### config.mk
export PLATFORM = sky130hd
export DESIGN_NAME = irq_merge_ctrl
export DESIGN_NICKNAME = d
export VERILOG_FILES = /design/src/rtl/irq_merge_pkg.sv /design/src/rtl/irq_reg_group.sv /design/src/rtl/irq_power_gate.sv /design/src/rtl/irq_merge_ctrl.sv
export SDC_FILE = /design/constraint.sdc
export NUM_CORES = 1
export LEC_CHECK = 0
export BUFFER_PORTS_ARGS = -buffer_cell sky130_fd_sc_hd__buf_2
export CORE_AREA = 2 2 200 202
export CTS_CLUSTER_DIAMETER = 60
export DETAILED_ROUTE_END_ITERATION = 10
export DIE_AREA = 0 0 202 204
export PLACE_DENSITY = 0.55
export SYNTH_ARGS = -nofsm -noshare
export SYNTH_HDL_FRONTEND = slang
export SYNTH_HIERARCHICAL = 1
export SYNTH_SLANG_ARGS = --single-unit
export TNS_END_PERCENT = 20
### constraint.sdc
create_clock -name clk -period 4 [get_ports clk]
set_input_delay 0.2 -clock clk [delete_from_list [all_inputs] [get_ports clk]]
set_output_delay 0.2 -clock clk [all_outputs]
set_load 0.005 [all_outputs]
### src/rtl/irq_merge_pkg.sv
package irq_merge_pkg;
    localparam int unsigned WORD_W   = 32;
    localparam int unsigned ADDR_W   = 4;
    // group code in address bits 3:2
    localparam logic [1:0] GRP_TOP   = 2'd0;
    localparam logic [1:0] GRP_EP    = 2'd1;
    localparam logic [1:0] GRP_DMA   = 2'd2;
    localparam logic [1:0] GRP_CFG   = 2'd3;
    // function code in address bits 1:0
    localparam logic [1:0] FN_SRC    = 2'd0;
    localparam logic [1:0] FN_SET    = 2'd1;
    localparam logic [1:0] FN_CLR    = 2'd2;
    localparam logic [1:0] FN_MASK   = 2'd3;
    // top-level bit positions
    localparam int unsigned BIT_RX   = 8;
    localparam int unsigned BIT_TX   = 9;
    localparam int unsigned BIT_ID   = 14;
    localparam int unsigned BIT_VBUS = 15;
    localparam int unsigned BIT_DMA  = 24;
    localparam int unsigned CFG_POL  = 17;
    localparam int unsigned HALF_W   = WORD_W / 2;

    typedef struct packed {
        logic [WORD_W-1:0] src;
        logic [WORD_W-1:0] mask;
    } grp_state_t;
endpackage

### src/rtl/irq_reg_group.sv
module irq_reg_group
    import irq_merge_pkg::*;
#(
    parameter logic [WORD_W-1:0] MASK_RST = '0
) (
    input  logic              clk,
    input  logic              rst_n,
    input  logic              wr_set,
    input  logic              wr_clr,
    input  logic              wr_mask,
    input  logic [WORD_W-1:0] wdata,
    output logic [WORD_W-1:0] src_o,
    output logic [WORD_W-1:0] mask_o
);
    grp_state_t st_d, st_q;

    always_comb begin
        st_d = st_q;
        if (wr_set)  st_d.src  = st_q.src | wdata;
        if (wr_clr)  st_d.src  = st_q.src & ~wdata;
        if (wr_mask) st_d.mask = wdata;
    end

    always_ff @(posedge clk or negedge rst_n) begin
        if (!rst_n) begin
            st_q.src  <= '0;
            st_q.mask <= MASK_RST;
        end else begin
            st_q <= st_d;
        end
    end

    assign src_o  = st_q.src;
    assign mask_o = st_q.mask;

    assert_set_or_R1: assert property (@(posedge clk) disable iff (!rst_n)
        wr_set |=> ((src_o & $past(wdata)) == $past(wdata)));
    assert_clr_ones_R1: assert property (@(posedge clk) disable iff (!rst_n)
        wr_clr |=> ((src_o & $past(wdata)) == '0));
endmodule

### src/rtl/irq_power_gate.sv
module irq_power_gate #(
    parameter int unsigned WAIT_CYC = 30_000_000
) (
    input  logic clk,
    input  logic rst_n,
    input  logic power_on,
    output logic gate_open
);
    localparam int unsigned CNT_W = $clog2(WAIT_CYC + 1);

    typedef struct packed {
        logic             pwr;
        logic             run;
        logic             open;
        logic [CNT_W-1:0] cnt;
    } gate_state_t;

    gate_state_t st_d, st_q;

    always_comb begin
        st_d     = st_q;
        st_d.pwr = power_on;
        if (power_on && !st_q.pwr) begin
            st_d.open = 1'b0;
            st_d.run  = 1'b1;
            st_d.cnt  = CNT_W'(WAIT_CYC);
        end else if (st_q.run) begin
            if (!power_on) begin
                st_d.run = 1'b0;
            end else if (st_q.cnt == CNT_W'(1)) begin
                st_d.open = 1'b1;
                st_d.run  = 1'b0;
            end else begin
                st_d.cnt = st_q.cnt - CNT_W'(1);
            end
        end
    end

    always_ff @(posedge clk or negedge rst_n) begin
        if (!rst_n) st_q <= '0;
        else        st_q <= st_d;
    end

    assign gate_open = st_q.open;

    assert_rise_closes_R8: assert property (@(posedge clk) disable iff (!rst_n)
        $rose(power_on) |=> !gate_open);
    assert_no_open_unpowered_R9: assert property (@(posedge clk) disable iff (!rst_n)
        (!power_on && !gate_open) |=> !gate_open);
endmodule

### src/rtl/irq_merge_ctrl.sv
module irq_merge_ctrl
    import irq_merge_pkg::*;
#(
    parameter int unsigned EVT_N        = 8,
    parameter int unsigned PWR_WAIT_CYC = 30_000_000
) (
    input  logic              clk,
    input  logic              rst_n,
    input  logic              bus_wr,
    input  logic [ADDR_W-1:0] bus_addr,
    input  logic [WORD_W-1:0] bus_wdata,
    output logic [WORD_W-1:0] bus_rdata,
    input  logic [EVT_N-1:0]  core_evt,
    input  logic              vbus_valid,
    input  logic              id_status,
    input  logic              power_on,
    output logic              irq_pin
);
    localparam int unsigned SUB_N = 2;

    typedef struct packed {
        logic [WORD_W-1:0] top_src;
        logic [WORD_W-1:0] top_mask;
        logic [WORD_W-1:0] cfg;
        logic [EVT_N-1:0]  evt;
        logic              vbus;
        logic              id;
        logic              pin;
    } top_state_t;

    top_state_t st_d, st_q;

    logic [1:0]        dec_grp, dec_fn;
    logic [WORD_W-1:0] sub_src  [SUB_N];
    logic [WORD_W-1:0] sub_mask [SUB_N];
    logic [WORD_W-1:0] ep_live, dma_live, top_live;
    logic              tx_any, rx_any, dma_any, gate_open;

    assign dec_grp = bus_addr[3:2];
    assign dec_fn  = bus_addr[1:0];

    // endpoint group (index 0) and DMA group (index 1)
    for (genvar g = 0; g < SUB_N; g++) begin : g_sub
        localparam logic [1:0] GCODE = (g == 0) ? GRP_EP : GRP_DMA;
        logic hit;
        assign hit = bus_wr && (dec_grp == GCODE);
        irq_reg_group #(.MASK_RST('0)) u_grp (
            .clk     (clk),
            .rst_n   (rst_n),
            .wr_set  (hit && dec_fn == FN_SET),
            .wr_clr  (hit && dec_fn == FN_CLR),
            .wr_mask (hit && dec_fn == FN_MASK),
            .wdata   (bus_wdata),
            .src_o   (sub_src[g]),
            .mask_o  (sub_mask[g])
        );
    end

    irq_power_gate #(.WAIT_CYC(PWR_WAIT_CYC)) u_gate (
        .clk       (clk),
        .rst_n     (rst_n),
        .power_on  (power_on),
        .gate_open (gate_open)
    );

    assign ep_live  = sub_src[0] & ~sub_mask[0];
    assign dma_live = sub_src[1] & ~sub_mask[1];
    assign tx_any   = |ep_live[HALF_W-1:0];
    assign rx_any   = |ep_live[WORD_W-1:HALF_W];
    assign dma_any  = |dma_live;
    assign top_live = st_q.top_src & ~st_q.top_mask;

    always_comb begin
        st_d = st_q;
        if (bus_wr && dec_grp == GRP_TOP) begin
            case (dec_fn)
                FN_SET:  st_d.top_src  = st_q.top_src | bus_wdata;
                FN_CLR:  st_d.top_src  = st_q.top_src & ~bus_wdata;
                FN_MASK: st_d.top_mask = bus_wdata;
                default: ;
            endcase
        end
        if (bus_wr && dec_grp == GRP_CFG && dec_fn == 2'd0)
            st_d.cfg = bus_wdata;
        // event inputs override bus writes on the same bit
        for (int i = 0; i < int'(EVT_N); i++) begin
            if (core_evt[i] != st_q.evt[i]) st_d.top_src[i] = core_evt[i];
        end
        if (vbus_valid != st_q.vbus) st_d.top_src[BIT_VBUS] = 1'b1;
        if (id_status  != st_q.id)   st_d.top_src[BIT_ID]   = 1'b1;
        st_d.evt  = core_evt;
        st_d.vbus = vbus_valid;
        st_d.id   = id_status;
        // summary bits follow the sub-groups
        st_d.top_src[BIT_TX]  = tx_any;
        st_d.top_src[BIT_RX]  = rx_any;
        st_d.top_src[BIT_DMA] = dma_any;
        // registered pin
        if (!gate_open)               st_d.pin = 1'b0;
        else if (st_q.cfg[CFG_POL])   st_d.pin = |top_live;
        else                          st_d.pin = ~|top_live;
    end

    always_ff @(posedge clk or negedge rst_n) begin
        if (!rst_n) begin
            st_q          <= '0;
            st_q.top_mask <= '1;
        end else begin
            st_q <= st_d;
        end
    end

    always_comb begin
        bus_rdata = '0;
        case (dec_grp)
            GRP_TOP: bus_rdata = (dec_fn == FN_MASK) ? st_q.top_mask : st_q.top_src;
            GRP_EP:  bus_rdata = (dec_fn == FN_MASK) ? sub_mask[0] : sub_src[0];
            GRP_DMA: bus_rdata = (dec_fn == FN_MASK) ? sub_mask[1] : sub_src[1];
            default: bus_rdata = (dec_fn == 2'd0) ? st_q.cfg : '0;
        endcase
    end

    assign irq_pin = st_q.pin;

    assert_tx_summary_R4: assert property (@(posedge clk) disable iff (!rst_n)
        st_q.top_src[BIT_TX] == $past(tx_any));
    assert_rx_summary_R4: assert property (@(posedge clk) disable iff (!rst_n)
        st_q.top_src[BIT_RX] == $past(rx_any));
    assert_dma_summary_R5: assert property (@(posedge clk) disable iff (!rst_n)
        st_q.top_src[BIT_DMA] == $past(dma_any));
    assert_pin_gated_R8: assert property (@(posedge clk) disable iff (!rst_n)
        !gate_open |=> !irq_pin);
    assert_evt_follow_R10: assert property (@(posedge clk) disable iff (!rst_n)
        (core_evt[0] != st_q.evt[0]) |=> (st_q.top_src[0] == $past(core_evt[0])));
    assert_vbus_sticky_R11: assert property (@(posedge clk) disable iff (!rst_n)
        (vbus_valid != st_q.vbus) |=> st_q.top_src[BIT_VBUS]);
endmodule

* After elaboration in Yosys (flattened, before gate mapping)
Index checks and enable logic that the tools add are counted.
** Storage, ports and cells
- Register bits after elaboration :: 263
- Input bits :: 50
- Output and inout port bits :: 33
** Operators by class
- $add $sub $neg :: 1
- Eq/ne operators :: 18
- Muxes and demuxes :: 30
- Bitwise operators :: 13
- Reductions and logical operators :: 60
** Operators by type and width (number)
- $mux 32 :: 9
- $and 32x32->32 :: 6
- $not 32->32 :: 4
- $or 32x32->32 :: 3
- $pmux 32 s3 :: 1
- $pmux 32 s2 :: 1
- $reduce_or 32->1 :: 2
- $mux 27 :: 2
- $mux 48 :: 1
- $reduce_bool 2->1 :: 16
- $reduce_or 16->1 :: 2
- $reduce_bool 3->1 :: 10
- $mux 26 :: 1
- $eq 25x1->1 const B :: 1
- $mux 25 :: 1
- $sub 25x1->25 const B :: 1
- $reduce_and 2->1 :: 12
- $mux 1 :: 13
- $logic_and 1x1->1 :: 12
- $ne 1x1->1 :: 10
- $eq 2x2->1 const B :: 4
- $reduce_and 3->1 :: 2
- $eq 2x1->1 const B :: 2
- $logic_not 2->1 :: 2
- 3 further kinds :: 4

* Logic depth before layout (Yosys ltp)
- Word-level depth :: 6
- Mapped depth :: 8
- Mapped depth without buffers :: 7

* Cells and area by module
Netlist, hierarchy kept.
** By module, submodules not included
- irq_merge_ctrl :: times used 1, cells each 774, area each 6920.4 µm², sequential area each 2717.6 µm²
- irq_reg_group :: times used 2, cells each 170, area each 2494.9 µm², sequential area each 1601.5 µm²
- irq_power_gate :: times used 1, cells each 158, area each 1549.0 µm², sequential area each 700.7 µm²

* Least setup slack after synthesis
No wires, ideal clock.
- Path type :: register -> register
- Start point :: register u_gate/st_q[1] (netlist bit)
- End point :: register u_gate/st_q[23] (netlist bit)
- Library setup time :: 138 ps
- Data arrival time :: 1902 ps
- Data required time :: 3862 ps
- Setup slack :: 1960 ps
- Stages on the path, launching flop included :: 9
- Buffers on the path :: 1
- Clock period less this slack :: 2040 ps
- Cell sequence :: dfrtp_1 inv_1 ha_1 or4b_1 nor4_4 buf_6 nand2_2 a211oi_1 a31oi_1
** On the way
- Word-level cells in the longest chain between the ends :: 5
** Ends and longest elaborated chain
- from (decl) :: RTL line irq_power_gate.sv:18 : gate_state_t st_d, st_q;
- from (signal assigned) :: RTL line irq_power_gate.sv:41 : else st_q <= st_d;
- $sub 25x1->25 :: RTL line irq_power_gate.sv:34 : st_d.cnt = st_q.cnt - CNT_W'(1);
- $mux 25 :: RTL line irq_power_gate.sv:30 : end else if (st_q.cnt == CNT_W'(1)) begin
- $mux 26 :: RTL line irq_power_gate.sv:28 : if (!power_on) begin
- $mux 27 :: RTL line irq_power_gate.sv:27 : end else if (st_q.run) begin
- $mux 27 :: RTL line irq_power_gate.sv:23 : if (power_on && !st_q.pwr) begin
Several ways; a longest one is shown, not always the timed one. The select of a mux whose other input is x is not followed.
A chain may end at the register's enable or synchronous reset.

* Worst setup path in the final report
- Start point :: register u_gate/st_q[1] (netlist bit)
- End point :: register u_gate/st_q[9] (netlist bit)
Same word-level chain as after synthesis.

==> impl_results.md <==
- Status: complete, no violations
- Int Power: 5.75 mW
- Final worst slack: 1.44 ns
- Core box area: 0.0392 mm2
- Clk slew on worst S/H paths: 0.06 ns
- Layout cells sized above 1: 25.1%
- Vias in the first global route: 10.5k
- Final setup viols: 0
- Final number of hold-violating endpoints: 0
- Number of buffers created by CTS: 29
- Crit-path max FO: 16
- Part of the power in combinational logic: 20.0%
- Via count: 10.5k
- Clock group share of total power: 34.0%
- Fillers: 3838
- Synth Area in XOR/XNOR: 1.04%
- Crit-path cells: inv_1, ha_1, or4b_1, nor4_4, a21oi_2, a211o_1
- Final net count: 1427
- Main synth FF type: dfrtp_1
- ANT cells: 0
- Pwr Density: 530 mW/mm2
- Total Wirelength: 42.7 mm
- Post-CTS sizing: 0
- Clk sinks: 263
- DRC: 0
- CTS tree: done
- Num ports: 83
- CTS root buf: clkbuf_16
- Crit path depth: 6
- Pin count of the biggest net entering global routing: 97
- Initial Utilization: 34.3%
- Overall Global Routing Usage: 20.6%
- Crit Path Category: register to register
- Gate Count Post-Synth: 1272
- Synth cell count leaders: dfrtp_1 (231), a21oi_1 (223), inv_1 (113)
- Area leader, netlist: dfrtp_1
- Hold-fix buffers, CTS: 43
- Top cells by area, synth: dfrtp_1 (43%), a21oi_1 (8.3%), mux2_4 (6.7%), dfstp_2 (6.2%), mux2_2 (5.4%)
- Slowest cell delay on critical path: 0.70 ns
- Port bufs: 82
- Post-Synth Simple-Gate Area: 8.08%
- CP startpoint kind: register
- Clock buffer depth: 3
- Largest family of logic cells by synthesized area: compound AO/OA/AOI/OAI gates
- Crit Reg-Reg Startpoint: u_gate/st_q[1]$_DFFE_PN0P_
- Global-route wire length before repair: 65.1 mm
- Most frequent cell after synthesis: dfrtp_1
- Worst reg-to-reg path cell count: 6
- Multi-input combinational cell area: 0.00595 mm2
- Area delta synth->final: 16.8%
- Syn. warnings: 6
- Critical path origin: u_gate/st_q[1]$_DFFE_PN0P_
- WL/cell: 22.3 um
- Post-CTS Setup Inserts: 0
- Synthesized flop and latch total: 263
- Fin area: 0.0157 mm2
- Worst skew pair latency: 0.56 ns
- Syn Area/Cell: 10.6 um2
- Max Cap Violations: 0
- P_leak: 6.87 nW
- Post-route ant nets: 0
- Die width: 202 um
- Final worst-path cycle share: 63.9%
- CTS H-tree depth: 1
- Post-DP HPWL: 27.0 mm
- Initial antenna violation count: 1
- Relative slew slack: 37.2%
- 1st-iter DRT viols: 758
- Switching part of the total power: 31.0%
- DP Worst Slack: 1.45 ns
- Sequential cell area: 0.00662 mm2
- Via density: 5.47
- Synth cell types: 61
- Slew Viols, Final: 0
- Area post-placement: 0.0143 mm2
- Setup Skew: 0.0102 ns
- Routability cong.: 0.849
- Worst Path Buf+Inv: 1
- Fmax: 0.391 GHz
- Worst Setup End Kind: register
- CP arrival: 3.00 ns
- Synth Area in Compound Gates: 19.0%
- Register area share after synthesis: 49.2%
- Post-synth top area share: 42.9%
- Setup_tns: 0 ns
- Site row count: 73
- Worst Hold Launch: bus_wdata[13]
- Die area: 0.0412 mm2
- Pre-Repair DR Iteration Count: 6
- Sequential fraction of design power: 46.0%
- Worst-Margin Slew: 0.942 ns
- RSZ-0062 raised after global routing: no
- Type of the most critical hold path: input port to register
- Async set or reset register ratio after synthesis: 100%
- Crit path required time: 4.44 ns
- Hold Crit Depth: 2
- Peak supply drop: 0.310 mV
- Post-Syn Area: 0.0135 mm2
- Post-route minimum period: 2.56 ns
- Sw power: 2.58 mW
- Slowest CP cell: nor4_4
- Total gr overflow: 0
- Syn_nets: 1328
- Mux cell area share after synthesis: 14.7%
- Fin Hold WS: 0.0688 ns
- Post-synth EDFFs: 0
- DIE HEIGHT: 204 um
- Adder-cell share of the synthesized area: 1.23%
- CP top delay family: simple AND/OR/NAND/NOR gates
## path summary, 6_finish.rpt
| check | slack, ns | to |
|---|---|---|
| min in group asynchronous | 0.27 | asynchronous set/reset pin |
| max in group asynchronous | 2.50 | asynchronous set/reset pin |
| max | 1.44 | u_gate/st_q[9]$_DFFE_PN0P_ |
| max reg2reg | 1.44 | u_gate/st_q[9]$_DFFE_PN0P_ |
| min reg2reg | 0.49 | st_q[25]$_DFFE_PN0P_ |
| min | 0.07 | register |
## placed cells by master, fill, tap and decap left out, drive strengths merged, types with 30 or more instances in the layout
master	instances
o221ai	32
mux2	126
o22ai	40
nand2b	30
inv	114
nor2b	34
clkbuf	37
dlygate4sd3	43
nor2	60
buf	105
o21ai	71
a21oi	227
a22o	32
dfrtp	231
dfstp	32
mux2i	33
## worst reg2reg max path, cell delays in order (launching register included)
cell,delay (ns)
dfrtp_1,0.40
inv_1,0.08
ha_1,0.18
or4b_1,0.50
nor4_4,0.70
a21oi_2,0.25
a211o_1,0.34
## layer usage
| metal | vias to the layer above | track usage (%) | wire length, um |
|---|---|---|---|
| met4 | 2 | 7.33 | 1590 |
| met5 | - | 0 | 12 |
| met1 | 5330 | 28.6 | 19400 |
| met2 | 310 | 32.5 | 19400 |
| met3 | 86 | 3.46 | 2290 |
| li1 | 4755 | - | - |
## power groups by stage
stage	combinational (mW)	sequential (mW)	clock [mW]
2_1_floorplan	1.14	3.62	0
3_3_place_gp	1.60	3.85	0
3_5_place_dp	1.63	3.86	0
4_1_cts	1.67	3.81	2.89
5_1_grt	1.84	3.90	3.00
6_report	1.66	3.84	2.83
## through the flow
| step | util, % | cells | power [mW] |
|---|---|---|---|
| after floorplan | - | 1272 | 4.77 |
| after global placement | 36.4 | 1822 | 5.45 |
| after detailed placement | 36.4 | 1822 | 5.49 |
| after CTS | 40.1 | 1918 | 8.38 |
| after global routing | 40.1 | 1918 | 8.74 |
| final | 40.1 | 1918 | 8.33 |
## kinds of logic after synthesis
kind of cell               Yosys count
AOI/OAI and AO/OA                  430
xor gates and xnor gates            16
adders and majority gates           14
buffers and inverters              193
DFF                                263
muxes                              159
and+or+nand+nor                    197
## layout make-up
cell class                      instances  share of cell area [%]
Tap cell                              525                    4.18
Clock buffer                           37                    5.25
Inverter                              113                    2.70
Clock inverter                         16                    1.17
Multi-Input combinational cell        816                    37.9
Timing Repair Buffer                  148                    6.70
Sequential cell                       263                    42.1
Power figures use the tool's default switching activity.
